==> src/rtl/dbd_pkg.sv <==
package dbd_pkg;

    typedef enum logic [0:0] {
        RET_IDLE = 1'b0,
        RET_READ = 1'b1
    } ret_state_t;

endpackage

==> src/rtl/dbd_region_match.sv <==
module dbd_region_match #(
    parameter int          NPORT    = 4,
    parameter int          AW       = 32,
    parameter int          IW       = 2,
    parameter logic [NPORT*AW-1:0] BASE_MAP = '0
) (
    input  logic [AW-1:0]    addr,
    output logic [NPORT-1:0] hit,
    output logic [IW-1:0]    idx
);

    // at_or_above[i]: address lies at or above base of window i
    logic [NPORT-1:0] at_or_above;

    generate
        for (genvar i = 0; i < NPORT; i++) begin : g_cmp
            if (i == 0) begin : g_first
                assign at_or_above[i] = 1'b1;
            end else begin : g_rest
                assign at_or_above[i] = (addr >= BASE_MAP[i*AW +: AW]);
            end
        end

        for (genvar i = 0; i < NPORT; i++) begin : g_hit
            if (i == NPORT - 1) begin : g_top
                assign hit[i] = at_or_above[i];
            end else begin : g_mid
                assign hit[i] = at_or_above[i] & ~at_or_above[i+1];
            end
        end
    endgenerate

    always_comb begin
        idx = '0;
        for (int i = 0; i < NPORT; i++) begin
            if (hit[i]) begin
                idx = IW'(i);
            end
        end
    end

endmodule

==> src/rtl/dbd_fanout.sv <==
module dbd_fanout #(
    parameter int NPORT = 4,
    parameter int AW    = 32,
    parameter int DW    = 32,
    parameter int BW    = DW / 8
) (
    input  logic              stb,
    input  logic              we,
    input  logic [AW-1:0]     addr,
    input  logic [DW-1:0]     wdata,
    input  logic [BW-1:0]     sel,
    input  logic [NPORT-1:0]  hit,
    output logic [NPORT*AW-1:0] s_addr,
    output logic [NPORT*DW-1:0] s_wdata,
    output logic [NPORT*BW-1:0] s_sel,
    output logic [NPORT-1:0]  s_we,
    output logic [NPORT-1:0]  s_stb
);

    generate
        for (genvar i = 0; i < NPORT; i++) begin : g_port
            logic take;
            assign take                  = stb & hit[i];
            assign s_stb[i]              = take;
            assign s_we[i]               = take & we;
            assign s_addr[i*AW +: AW]    = take ? addr  : '0;
            assign s_wdata[i*DW +: DW]   = take ? wdata : '0;
            assign s_sel[i*BW +: BW]     = take ? sel   : '0;
        end
    endgenerate

endmodule

==> src/rtl/dbd_return.sv <==
module dbd_return
    import dbd_pkg::*;
#(
    parameter int NPORT = 4,
    parameter int DW    = 32,
    parameter int IW    = 2
) (
    input  logic                clk,
    input  logic                rst,
    input  logic                stb,
    input  logic                we,
    input  logic [IW-1:0]       idx,
    input  logic [NPORT*DW-1:0] s_rdata,
    input  logic [NPORT-1:0]    s_ready,
    output logic [DW-1:0]       rdata,
    output logic                ready
);

    ret_state_t    state;
    ret_state_t    state_nx;
    logic [IW-1:0] held_idx;
    logic          read_issue;
    logic [DW-1:0] rd_arr [NPORT];

    assign read_issue = stb & ~we;

    generate
        for (genvar i = 0; i < NPORT; i++) begin : g_unpack
            assign rd_arr[i] = s_rdata[i*DW +: DW];
        end
    endgenerate

    // state register and held port index
    always_ff @(posedge clk) begin
        if (rst) begin
            state    <= RET_IDLE;
            held_idx <= '0;
        end else begin
            state <= state_nx;
            if (read_issue) begin
                held_idx <= idx;
            end
        end
    end

    // next state: READ_ISSUED / NO_READ
    always_comb begin
        state_nx = RET_IDLE;
        unique case (state)
            RET_IDLE: state_nx = read_issue ? RET_READ : RET_IDLE;
            RET_READ: state_nx = read_issue ? RET_READ : RET_IDLE;
            default:  state_nx = RET_IDLE;
        endcase
    end

    // outputs
    always_comb begin
        rdata = '0;
        unique case (state)
            RET_IDLE: rdata = '0;
            RET_READ: rdata = rd_arr[held_idx];
            default:  rdata = '0;
        endcase
        ready = stb ? s_ready[idx] : 1'b1;
    end

endmodule

==> src/rtl/dbd_decoder.sv <==
module dbd_decoder #(
    parameter int NPORT = 4,
    parameter int AW    = 32,
    parameter int DW    = 32,
    parameter logic [NPORT*AW-1:0] BASE_MAP =
        {32'hC000_0000, 32'h8000_0000, 32'h1000_0000, 32'h0000_0000}
) (
    input  logic                      clk,
    input  logic                      rst,
    input  logic [AW-1:0]             m_addr,
    input  logic [DW-1:0]             m_wdata,
    input  logic [DW/8-1:0]           m_sel,
    input  logic                      m_we,
    input  logic                      m_stb,
    output logic [DW-1:0]             m_rdata,
    output logic                      m_ready,
    output logic [NPORT*AW-1:0]       s_addr,
    output logic [NPORT*DW-1:0]       s_wdata,
    output logic [NPORT*(DW/8)-1:0]   s_sel,
    output logic [NPORT-1:0]          s_we,
    output logic [NPORT-1:0]          s_stb,
    input  logic [NPORT*DW-1:0]       s_rdata,
    input  logic [NPORT-1:0]          s_ready
);

    localparam int BW = DW / 8;
    localparam int IW = (NPORT < 2) ? 1 : $clog2(NPORT);

    logic [NPORT-1:0] hit;
    logic [IW-1:0]    idx;

    dbd_region_match #(
        .NPORT    (NPORT),
        .AW       (AW),
        .IW       (IW),
        .BASE_MAP (BASE_MAP)
    ) u_match (
        .addr (m_addr),
        .hit  (hit),
        .idx  (idx)
    );

    dbd_fanout #(
        .NPORT (NPORT),
        .AW    (AW),
        .DW    (DW),
        .BW    (BW)
    ) u_fanout (
        .stb     (m_stb),
        .we      (m_we),
        .addr    (m_addr),
        .wdata   (m_wdata),
        .sel     (m_sel),
        .hit     (hit),
        .s_addr  (s_addr),
        .s_wdata (s_wdata),
        .s_sel   (s_sel),
        .s_we    (s_we),
        .s_stb   (s_stb)
    );

    dbd_return #(
        .NPORT (NPORT),
        .DW    (DW),
        .IW    (IW)
    ) u_return (
        .clk     (clk),
        .rst     (rst),
        .stb     (m_stb),
        .we      (m_we),
        .idx     (idx),
        .s_rdata (s_rdata),
        .s_ready (s_ready),
        .rdata   (m_rdata),
        .ready   (m_ready)
    );

endmodule

==> config.mk <==
export PLATFORM = sky130hd
export DESIGN_NAME = dbd_decoder
export DESIGN_NICKNAME = d
export VERILOG_FILES = /design/src/rtl/dbd_pkg.sv /design/src/rtl/dbd_region_match.sv /design/src/rtl/dbd_fanout.sv /design/src/rtl/dbd_return.sv /design/src/rtl/dbd_decoder.sv
export SDC_FILE = /design/constraint.sdc
export NUM_CORES = 1
export LEC_CHECK = 0
export CAP_MARGIN = 20
export CORE_AREA = 2 2 201 203
export DETAILED_ROUTE_END_ITERATION = 8
export DIE_AREA = 0 0 203 205
export DONT_BUFFER_PORTS = 1
export PLACE_DENSITY = 0.3
export SETUP_SLACK_MARGIN = 0.1
export SLEW_MARGIN = 0
export SYNTH_ARGS = -nofsm -noshare
export SYNTH_HDL_FRONTEND = slang
export SYNTH_SLANG_ARGS = --single-unit
==> constraint.sdc <==
create_clock -name clk -period 1.39 [get_ports clk]
set_input_delay 0.278 -clock clk [delete_from_list [all_inputs] [get_ports clk]]
set_output_delay 0.278 -clock clk [all_outputs]
set_load 0.005 [all_outputs]
Word level (Yosys, flattened, before mapping) --
Index checks and enable logic that the tools add are counted.
Storage, ports and cells: register bits after elaboration 3, input bits 204, output and inout port bits 313, word-level logic and storage cells 47
Cells by class: magnitude comparators 5, mux-type cells 23, bitwise logic cells 17
Operators with widths (count):
- 32-bit two-way mux | 10
- 32-bit binary-select mux with 2-bit select | 1
- 32-bit >= comparator (second input constant) | 2
- 32-bit one-hot mux with 2 select lines | 1
- 32-bit by 29-bit >= comparator with 1-bit output (second input constant) | 1
- 4-bit two-way mux | 4
- 1-bit AND | 11
- 1-bit NOT | 5
- 1-bit two-way mux | 4
- 2-bit two-way mux | 2
- 3-bit >= comparator (second input constant) | 1
- 2-bit by 3-bit less-than comparator with 1-bit output (second input constant) | 1
- 2-bit NOT with 3-bit output | 1
- 1-bit binary-select mux with 2-bit select | 1

Logic depth before layout (Yosys ltp) --
Gate-level depths: netlist of run 1.
depth after elaboration 9, mapped depth 5, gate-level depth less buffers 3

Hierarchy --
A second synthesis of run 1 with hierarchy kept.
Second synthesis, totals: cell total of the unflattened synthesis 473, area, all modules 3375.7 µm²
Modules (own cells, without submodules):
- dbd_fanout | instances 1, cells each 343, area each 2205.9 µm², seq. area each 0.0 µm²
- dbd_return | instances 1, cells each 122, area each 1117.3 µm², seq. area each 60.1 µm²
- dbd_region_match | instances 1, cells each 8, area each 52.6 µm², seq. area each 0.0 µm²

Worst setup path after synthesis of run 1 --
No wires, ideal clock.
path kind flip-flop to output port, start point reg u_return.held_idx[0], end point out m_rdata[10], data arrival time 1.256 ns, required time 1.112 ns, path slack -0.144 ns, stages on the path, launching flop included 5, path buffers 2, cell sequence dfxtp_1 buf_6 buf_6 mux4_2 and2_1
Between the ends: longest elaborated chain between the ends 5
RTL lines:
- start, declared | RTL line dbd_return.sv:21 | logic [IW-1:0] held_idx;
- start signal, assigned | RTL line dbd_return.sv:41 | held_idx <= idx;
- 2-bit NOT with 3-bit output (implied by the code) | RTL line dbd_return.sv:61 | RET_READ: rdata = rd_arr[held_idx];
- 32-bit binary-select mux with 2-bit select | RTL line dbd_return.sv:61
- 32-bit two-way mux (implied by the code) (2 in series) | RTL line dbd_return.sv:61
- 32-bit one-hot mux with 2 select lines | RTL line dbd_return.sv:59 | unique case (state)
- end, declared | RTL line dbd_decoder.sv:15 | output logic [DW-1:0] m_rdata,
No other way between the ends. The select of a mux whose other input is x is not followed.

Worst setup path after layout of run 1 --
start point reg u_return.held_idx[0], end point out m_rdata[11]
The elaborated chain is that of the path after synthesis.

==> flow_metrics.env, run 1 <==
export IMPL_synth_async_reset_ratio_pct=0
export IMPL_min_period_ps=1806
export IMPL_final_layout_size_suffix_gt1_share_pct=65.07
export IMPL_ys_seq_area_share_pct=1.921
export IMPL_multiInputGateArea_um2=3241
export IMPL_grt_overflow_total=0
export IMPL_die_area_um2=41620
export IMPL_clock_skew_ps=0
export IMPL_ff_latch_area_um2=63.81
export IMPL_status="finished, violations left"
export IMPL_grt_pass1_wl_um=24840
export IMPL_setup_viol=162
export IMPL_synthMuxAreaShare_pct=24.05
export IMPL_path_cells="buf_4 > buf_16 > mux4_2 > and2_1"
export IMPL_grt_max_degree=35
export IMPL_crit_arrival_ps=1530
export IMPL_worst_ir_drop_vdd_v=0.0002906
export IMPL_post_drt_wl_per_cell_um=22.01
export IMPL_max_cap_violations=0
export IMPL_root_buffer="clkbuf_16"
export IMPL_post_synth_cell_area_avg_um2=7.701
export IMPL_synthAdderAreaFrac_pct=0
export IMPL_grt_pass1_vias=3042
export IMPL_final_period_utilization_pct=129.9
export IMPL_core_um2=39370
export IMPL_crit_family="multiplexers"
export IMPL_clk_path_buf_depth=2
export IMPL_area_growth_pct=71.55
export IMPL_fill_cells=4459
export IMPL_fmax_mhz=553.6
export IMPL_yosys_area_share_simple_pct=63.23
export IMPL_final_setup_tns_ps=-25710
export IMPL_cp_required_ps=1110
export IMPL_worst_r2r_cell_count=4
export IMPL_rsz0062_at_grt="true"
export IMPL_tritoncts="yes"
export IMPL_p_leak_uw=0.002042
export IMPL_ioPinCount=517
export IMPL_drt_iter0_markers=136
export IMPL_drcViolationCount=0
export IMPL_ys_seq_elements=3
export IMPL_synth_compound_area_share_pct=0.7603
export IMPL_crit_cells=4
export IMPL_numCtsBuffers=3
export IMPL_clk_latency_ps=220
export IMPL_drtPass1Iterations=4
export IMPL_place_hpwl_um=14010
export IMPL_critPathBufInv=2
export IMPL_vias=3279
export IMPL_powerDensity_nw_per_um2=306.0
export IMPL_synth_edf_count=0
export IMPL_cp_slowest_cell="mux4_2"
export IMPL_crit_fanout=5
export IMPL_die_h_um=205
export IMPL_hold_end="u_return.held_idx[0]$_SDFFE_PP0P_"
export IMPL_hp_class="in2reg"
export IMPL_hp_start="rst"
export IMPL_path_clk_slew_ps=30
export IMPL_worstSetupEndpointType="output pin"
export IMPL_yosys_warnings=0
export IMPL_antenna_found_initial=5
export IMPL_num_rows=73
export IMPL_die_x_um=203
export IMPL_grt_usage_pct=8.592
export IMPL_fin_ws_ps=-416.3
export IMPL_cts_sinks=3
export IMPL_portBuffers=0
export IMPL_nets=643
export IMPL_hold_viol_final=0
export IMPL_synth_cell_types=24
export IMPL_syn_inst=406
export IMPL_place_gp_congestion=0.8090
export IMPL_max_stage_delay_ps=480
export IMPL_start_kind="register"
export IMPL_synth_top_family_by_area="simple AND/OR/NAND/NOR gates"
export IMPL_layout_commonest_cell="and2_4"
export IMPL_report_final_slew_viol_count=0
export IMPL_synthXorXnorAreaFrac_pct=0
export IMPL_drt_total_wl_um=21240
export IMPL_htreeDepth=1
export IMPL_rrSetupSlack_ps=370
export IMPL_via_per_inst=3.398
export IMPL_synth_area_um2=3127
export IMPL_r2r_end="u_return.held_idx[0]$_SDFFE_PP0P_"
export IMPL_final_core_util_pct=13.63
export IMPL_synth_flop_cell="dfxtp_1"
export IMPL_worstHoldPathCells=1
export IMPL_rr_startpoint="u_return.held_idx[0]$_SDFFE_PP0P_"
export IMPL_layout_common_cells="167 x and2_4, 131 x and2_1, 32 x mux4_2"
export IMPL_initial_core_util_pct=7.943
export IMPL_ant_nets=0
export IMPL_violations="negative setup slack"
export IMPL_crit_type="reg2out"
where the power goes:
group | leakage, µW | total (µW) | switching (µW) | internal [µW]
clock | 0.0000382 | 453 | 75.0 | 378
combinational | 0.00198 | 1090 | 434 | 655
sequential | 0.0000253 | 99.7 | 8.57 | 91.1
total | 0.00204 | 1640 | 517 | 1120
layer usage:
layer	track usage (%)	wire length, µm	vias up
met5	0	0	-
li1	-	-	1350
met4	2.815	566	0
met2	17.00	11520	310
met3	1.623	1702	26
met1	9.019	7449	1593
cell families after synthesis:
kind of cell | Yosys count
other | 1
buffers and inverters | 50
AND/OR/NAND/NOR | 314
AO/OA/AOI/OAI | 3
multiplexers | 35
flip-flops | 3
how the worst max path moves through the flow:
stage | start | end | slack (ps)
finish | u_return.held_idx[0]$_SDFFE_PP0P_ | m_rdata[11] | -420
global route | u_return.held_idx[0]$_SDFFE_PP0P_ | m_rdata[25] | -470
CTS | u_return.held_idx[0]$_SDFFE_PP0P_ | m_rdata[25] | -440
detailed placement | m_addr[31] | s_wdata[34] | -540
global placement | m_addr[31] | s_wdata[34] | -550
floorplan | u_return.held_idx[0]$_SDFFE_PP0P_ | m_rdata[22] | -130
final cells by class:
| cell class | count | share of cell area (%) |
|---|---|---|
| Clock buffer | 4 | 1.470 |
| Multi-Input combinational cell | 359 | 60.42 |
| Tap cell | 525 | 12.25 |
| Inverter | 1 | 0.06998 |
| Sequential cell | 3 | 1.190 |
| Antenna cell | 2 | 0.09331 |
| Timing Repair Buffer | 71 | 24.52 |
synthesized netlist by cell type, types with 2 or more instances:
master    number  area [µm²]
buf_2          8       40.04
clkbuf_1      16       60.06
nor2b_1        2       12.51
dfxtp_1        3       60.06
buf_4         10       75.07
nor2_4         2       22.52
nor2_1         6       22.52
mux2i_1        2       20.02
buf_6          9       101.4
clkbuf_2       6       30.03
and2_1       298        1864
mux4_2        32       720.7
stage by stage:
step / worst slack (ps) / std cells / hold slack, ps / area [µm²] / total power [µW]
final: -416.3 / 965 / 117.8 / 5364 / 1641
after global routing: -474.6 / 964 / 118.0 / 5361 / 1739
after CTS: -438.4 / 950 / 115.9 / 4959 / 1537
after detailed placement: -543.5 / 911 / 348.9 / 3958 / 831.1
after global placement: -550.4 / 911 / 352.2 / 3958 / 841.7
after floorplan: -134.7 / 411 / 342.7 / 3342 / 683.6
sequential cells by signal (all words and copies together), names as in the netlist:
register,count
u_return.held_idx,2
u_return.state,1
timing repair:
| item | CTS | global route |
|---|---|---|
| setup buffers | 19 | 7 |
| hold buffers | 0 | 0 |
| endpoints found under the setup margin | 301 | 235 |
| gates resized for setup | 112 | 58 |
| pin swaps | 44 | 56 |
| cloned | 16 | 6 |
Power figures use the tool's default switching activity.
==> run 2: changes to the inputs <==
Settings changed: CORE_AREA 2 2 201 203 to 2 2 200 202, DIE_AREA 0 0 203 205 to 0 0 202 204, SETUP_SLACK_MARGIN 0.1 to 0.05.
==> flow_metrics.env, run 2 (same netlist as run 1, synthesis figures left out) <==
export IMPL_die_h_um=204
export IMPL_max_cap_violations=0
export IMPL_hp_start="rst"
export IMPL_drcViolationCount=0
export IMPL_worstHoldPathCells=1
export IMPL_post_drt_wl_per_cell_um=22.11
export IMPL_ioPinCount=517
export IMPL_hold_end="u_return.held_idx[0]$_SDFFE_PP0P_"
export IMPL_drt_iter0_markers=120
export IMPL_htreeDepth=1
export IMPL_worst_r2r_cell_count=3
export IMPL_final_core_util_pct=12.87
export IMPL_drtPass1Iterations=4
export IMPL_violations="negative setup slack"
export IMPL_final_layout_size_suffix_gt1_share_pct=63.48
export IMPL_clk_latency_ps=220
export IMPL_final_period_utilization_pct=128.1
export IMPL_core_um2=39180
export IMPL_via_per_inst=3.372
export IMPL_largest_reg_flops=2
export IMPL_min_period_ps=1781
export IMPL_path_clk_slew_ps=30
export IMPL_layout_common_cells="167 x and2_4, 131 x and2_1, 32 x mux4_2"
export IMPL_cts_sinks=3
export IMPL_rr_startpoint="u_return.held_idx[0]$_SDFFE_PP0P_"
export IMPL_r2r_end="u_return.held_idx[0]$_SDFFE_PP0P_"
export IMPL_grt_pass1_wl_um=26190
export IMPL_area_growth_pct=61.34
export IMPL_vias=3197
export IMPL_start_kind="register"
export IMPL_die_area_um2=41210
export IMPL_status="finished, violations left"
export IMPL_cp_slowest_cell="mux4_2"
export IMPL_worstSetupEndpointType="output pin"
export IMPL_fin_ws_ps=-391.2
export IMPL_grt_usage_pct=9.126
export IMPL_initial_core_util_pct=7.980
export IMPL_clock_skew_ps=0
export IMPL_numCtsBuffers=3
export IMPL_report_final_slew_viol_count=0
export IMPL_place_gp_congestion=0.7891
export IMPL_setup_viol=134
export IMPL_root_buffer="clkbuf_16"
export IMPL_antenna_found_initial=4
export IMPL_layout_commonest_cell="and2_4"
export IMPL_powerDensity_nw_per_um2=310.5
export IMPL_largest_register="u_return.held_idx"
export IMPL_max_stage_delay_ps=540
export IMPL_p_leak_uw=0.001894
export IMPL_die_x_um=202
export IMPL_path_cells="buf_12 > mux4_2 > and2_4"
export IMPL_rsz0062_at_grt="true"
export IMPL_fill_cells=4474
export IMPL_crit_arrival_ps=1500
export IMPL_drt_total_wl_um=20970
export IMPL_multiInputGateArea_um2=3221
export IMPL_ant_nets=0
export IMPL_ff_latch_area_um2=63.81
export IMPL_num_rows=73
export IMPL_grt_pass1_vias=3214
export IMPL_fmax_mhz=561.4
export IMPL_hold_viol_final=0
export IMPL_cp_required_ps=1110
export IMPL_crit_type="reg2out"
export IMPL_portBuffers=0
export IMPL_hp_class="in2reg"
export IMPL_reg_top3="u_return.held_idx: 2 flops, u_return.state: 1 flops"
export IMPL_hold_slack_ps=120.8
export IMPL_grt_overflow_total=0
export IMPL_grt_max_degree=52
export IMPL_clk_path_buf_depth=2
export IMPL_nets=624
export IMPL_worst_ir_drop_vdd_v=0.0002714
export IMPL_tritoncts="yes"
export IMPL_place_hpwl_um=13690
export IMPL_rrSetupSlack_ps=450
export IMPL_total_power_uw=1566
export IMPL_crit_fanout=12
run 2: worst max-delay path by stage:
stage                                           start     endpoint  slack [ps]
global placement    u_return.held_idx[0]$_SDFFE_PP0P_  m_rdata[24]        -170
floorplan           u_return.held_idx[0]$_SDFFE_PP0P_  m_rdata[22]        -130
detailed placement  u_return.held_idx[0]$_SDFFE_PP0P_  m_rdata[26]        -180
CTS                 u_return.held_idx[0]$_SDFFE_PP0P_  m_rdata[17]        -390
global route        u_return.held_idx[0]$_SDFFE_PP0P_   m_rdata[8]        -430
finish              u_return.held_idx[0]$_SDFFE_PP0P_   m_rdata[8]        -390
run 2: power breakdown:
group          internal, µW  switching [µW]  leakage, µW
Combinational           590             423      0.00183
Clock                   378            76.7    0.0000382
Sequential             91.1            7.33    0.0000253
Total                  1060             507      0.00189
run 2: routing by layer:
metal	global-route usage (%)	vias to the layer above	share of wire, %
met5	0	-	0
met4	4.648	0	4.7
met2	17.48	338	53
li1	-	1308	-
met1	9.542	1512	34
met3	1.531	39	8.0
run 2: timing repair:
action,4_1_cts,5_1_grt
endpoints found under the setup margin,169,187
pin swaps,76,20
gates cloned,21,1
hold buffers,0,0
gates resized for setup,183,18
setup buffers,24,5
run 2: layout make-up:
class	count	share of cell area [%]
Tap cell	525	13.02
Multi-Input combinational cell	358	63.84
Inverter	1	0.07440
Clock buffer	4	1.562
Timing Repair Buffer	53	20.04
Antenna cell	4	0.1984
Sequential cell	3	1.265
run 2: worst max-delay path, delay by kind of cell, from the launching register on:
kind                   cells  cell delay [ps]
buffers and inverters      1              160
DFF                        1              390
muxes                      1              540
and+or+nand+nor            1              180
run 2: metrics by stage:
stage	instance area, µm²	setup slack (ps)	cells	TNS, ps
after floorplan	3279	-134.7	411	-3573
after global placement	3837	-173.1	904	-8785
after detailed placement	3837	-179.3	904	-9691
after CTS	5265	-392.7	953	-31350
after global routing	5042	-432.2	947	-29050
final	5045	-391.2	948	-20650
==> run 3: changes to the inputs <==
Settings changed: CTS_BUF_LIST set to sky130_fd_sc_hd__clkbuf_2 sky130_fd_sc_hd__clkbuf_4 sky130_fd_sc_hd__clkbuf_8.
==> flow_metrics.env, run 3 (same netlist as run 1, synthesis figures left out) <==
export IMPL_max_stage_delay_ps=540
export IMPL_numCtsBuffers=3
export IMPL_grt_max_degree=52
export IMPL_cp_required_ps=1110
export IMPL_p_leak_uw=0.001882
export IMPL_area_growth_pct=60.38
export IMPL_rsz0062_at_grt="true"
export IMPL_root_buffer="clkbuf_8"
export IMPL_path_cells="buf_12 > mux4_2 > and2_4"
export IMPL_status="finished, violations left"
export IMPL_portBuffers=0
export IMPL_powerDensity_nw_per_um2=275.2
export IMPL_crit_fanout=12
export IMPL_reg_top3="u_return.held_idx: 2 flops, u_return.state: 1 flops"
export IMPL_grt_usage_pct=9.126
export IMPL_clock_skew_ps=0
export IMPL_via_per_inst=3.368
export IMPL_ff_latch_area_um2=63.81
export IMPL_clk_latency_ps=210
export IMPL_ant_nets=0
export IMPL_path_clk_slew_ps=30
export IMPL_crit_end="m_rdata[8]"
export IMPL_core_um2=39180
export IMPL_worst_ir_drop_vdd_v=0.0001832
export IMPL_grt_pass1_wl_um=26190
export IMPL_max_cap_violations=0
export IMPL_placed_cells=904
export IMPL_hold_buffers=0
export IMPL_final_period_utilization_pct=127.5
export IMPL_initial_core_util_pct=7.980
export IMPL_drt_total_wl_um=20950
export IMPL_die_h_um=204
export IMPL_clk_path_buf_depth=2
export IMPL_rr_startpoint="u_return.held_idx[0]$_SDFFE_PP0P_"
export IMPL_die_x_um=202
export IMPL_vias=3193
export IMPL_post_drt_wl_per_cell_um=22.10
export IMPL_htreeDepth=1
export IMPL_drcViolationCount=0
export IMPL_fin_ws_ps=-382.8
export IMPL_stdcell_count=948
export IMPL_num_rows=73
export IMPL_ioPinCount=517
export IMPL_fmax_mhz=564.1
export IMPL_crit_arrival_ps=1490
export IMPL_final_layout_size_suffix_gt1_share_pct=63.72
export IMPL_r2r_end="u_return.held_idx[0]$_SDFFE_PP0P_"
export IMPL_final_core_util_pct=12.80
export IMPL_cts_sinks=3
export IMPL_setup_viol=134
export IMPL_nets=624
export IMPL_layout_commonest_cell="and2_4"
export IMPL_start_kind="register"
export IMPL_place_gp_congestion=0.7891
export IMPL_crit_type="reg2out"
export IMPL_cp_slowest_cell="mux4_2"
export IMPL_multiInputGateArea_um2=3221
export IMPL_report_final_slew_viol_count=0
export IMPL_hold_viol_final=0
export IMPL_antenna_found_initial=4
export IMPL_drt_iter0_markers=120
export IMPL_tritoncts="yes"
export IMPL_largest_register="u_return.held_idx"
export IMPL_min_period_ps=1773
export IMPL_worst_r2r_cell_count=3
export IMPL_grt_pass1_vias=3214
export IMPL_largest_reg_flops=2
export IMPL_die_area_um2=41210
export IMPL_layout_common_cells="167 x and2_4, 131 x and2_1, 32 x mux4_2"
export IMPL_grt_overflow_total=0
export IMPL_startpoint="u_return.held_idx[0]$_SDFFE_PP0P_"
export IMPL_place_hpwl_um=13690
export IMPL_violations="negative setup slack"
export IMPL_rrSetupSlack_ps=450
export IMPL_hp_class="in2reg"
export IMPL_drtPass1Iterations=4
export IMPL_fill_cells=4477
export IMPL_worstSetupEndpointType="output pin"
-- run 3: repair_timing --
| action | 4_1_cts | 5_1_grt |
|---|---|---|
| pin swaps | 76 | 20 |
| resized for setup | 183 | 18 |
| buffers inserted | 24 | 5 |
| endpoints found under the setup margin | 169 | 187 |
| cloned | 21 | 1 |
-- run 3: area by class of cell --
type / instances / area share (%)
Inverter: 1 / 0.07485
Multi-Input combinational cell: 358 / 64.22
Sequential cell: 3 / 1.272
Tap cell: 525 / 13.10
Timing Repair Buffer: 53 / 20.16
Clock buffer: 4 / 0.9731
Antenna cell: 4 / 0.1996
-- run 3: report_power, final --
part	internal (µW)	switching, µW	leakage (µW)
logic	590	423	0.00183
clock network	215	54.4	0.0000262
registers	91.1	7.27	0.0000253
total	896	484	0.00188
-- run 3: how the worst min path moves through the flow --
stage	depth (start not counted)	end	slack, ps	start
2_1_floorplan	1	u_return.held_idx[0]$_SDFFE_PP0P_	340	rst
3_3_place_gp	1	u_return.held_idx[0]$_SDFFE_PP0P_	350	rst
3_5_place_dp	1	u_return.held_idx[0]$_SDFFE_PP0P_	350	rst
4_1_cts	1	u_return.held_idx[0]$_SDFFE_PP0P_	130	rst
5_1_grt	1	u_return.held_idx[0]$_SDFFE_PP0P_	120	rst
6_report	1	u_return.held_idx[0]$_SDFFE_PP0P_	130	rst
-- run 3: worst max-delay path, delay by kind of cell, from the launching register on --
kind	cells	cell delay, ps
simple gates	1	180
flops	1	390
mux	1	540
buf+inv	1	160
-- run 3: metrics by stage --
step	setup TNS, ps	total power, µW	hold slack [ps]	cell area (µm²)	setup slack [ps]
5_1_grt	-28900	1478	117.0	5012	-427.5
6_report	-20380	1380	129.2	5015	-382.8
2_1_floorplan	-3573	665.7	342.7	3279	-134.7
4_1_cts	-31140	1458	125.2	5235	-386.2
3_3_place_gp	-8785	787.4	351.2	3837	-173.1
3_5_place_dp	-9691	777.9	350.7	3837	-179.3
-- run 3: routing by layer --
metal,vias up,GRT usage (%),wire length [µm]
li1,1308,-,-
met1,1508,9.542,7197
met2,338,17.48,11080
met3,39,1.531,1683
met4,0,4.648,986
met5,-,0,0
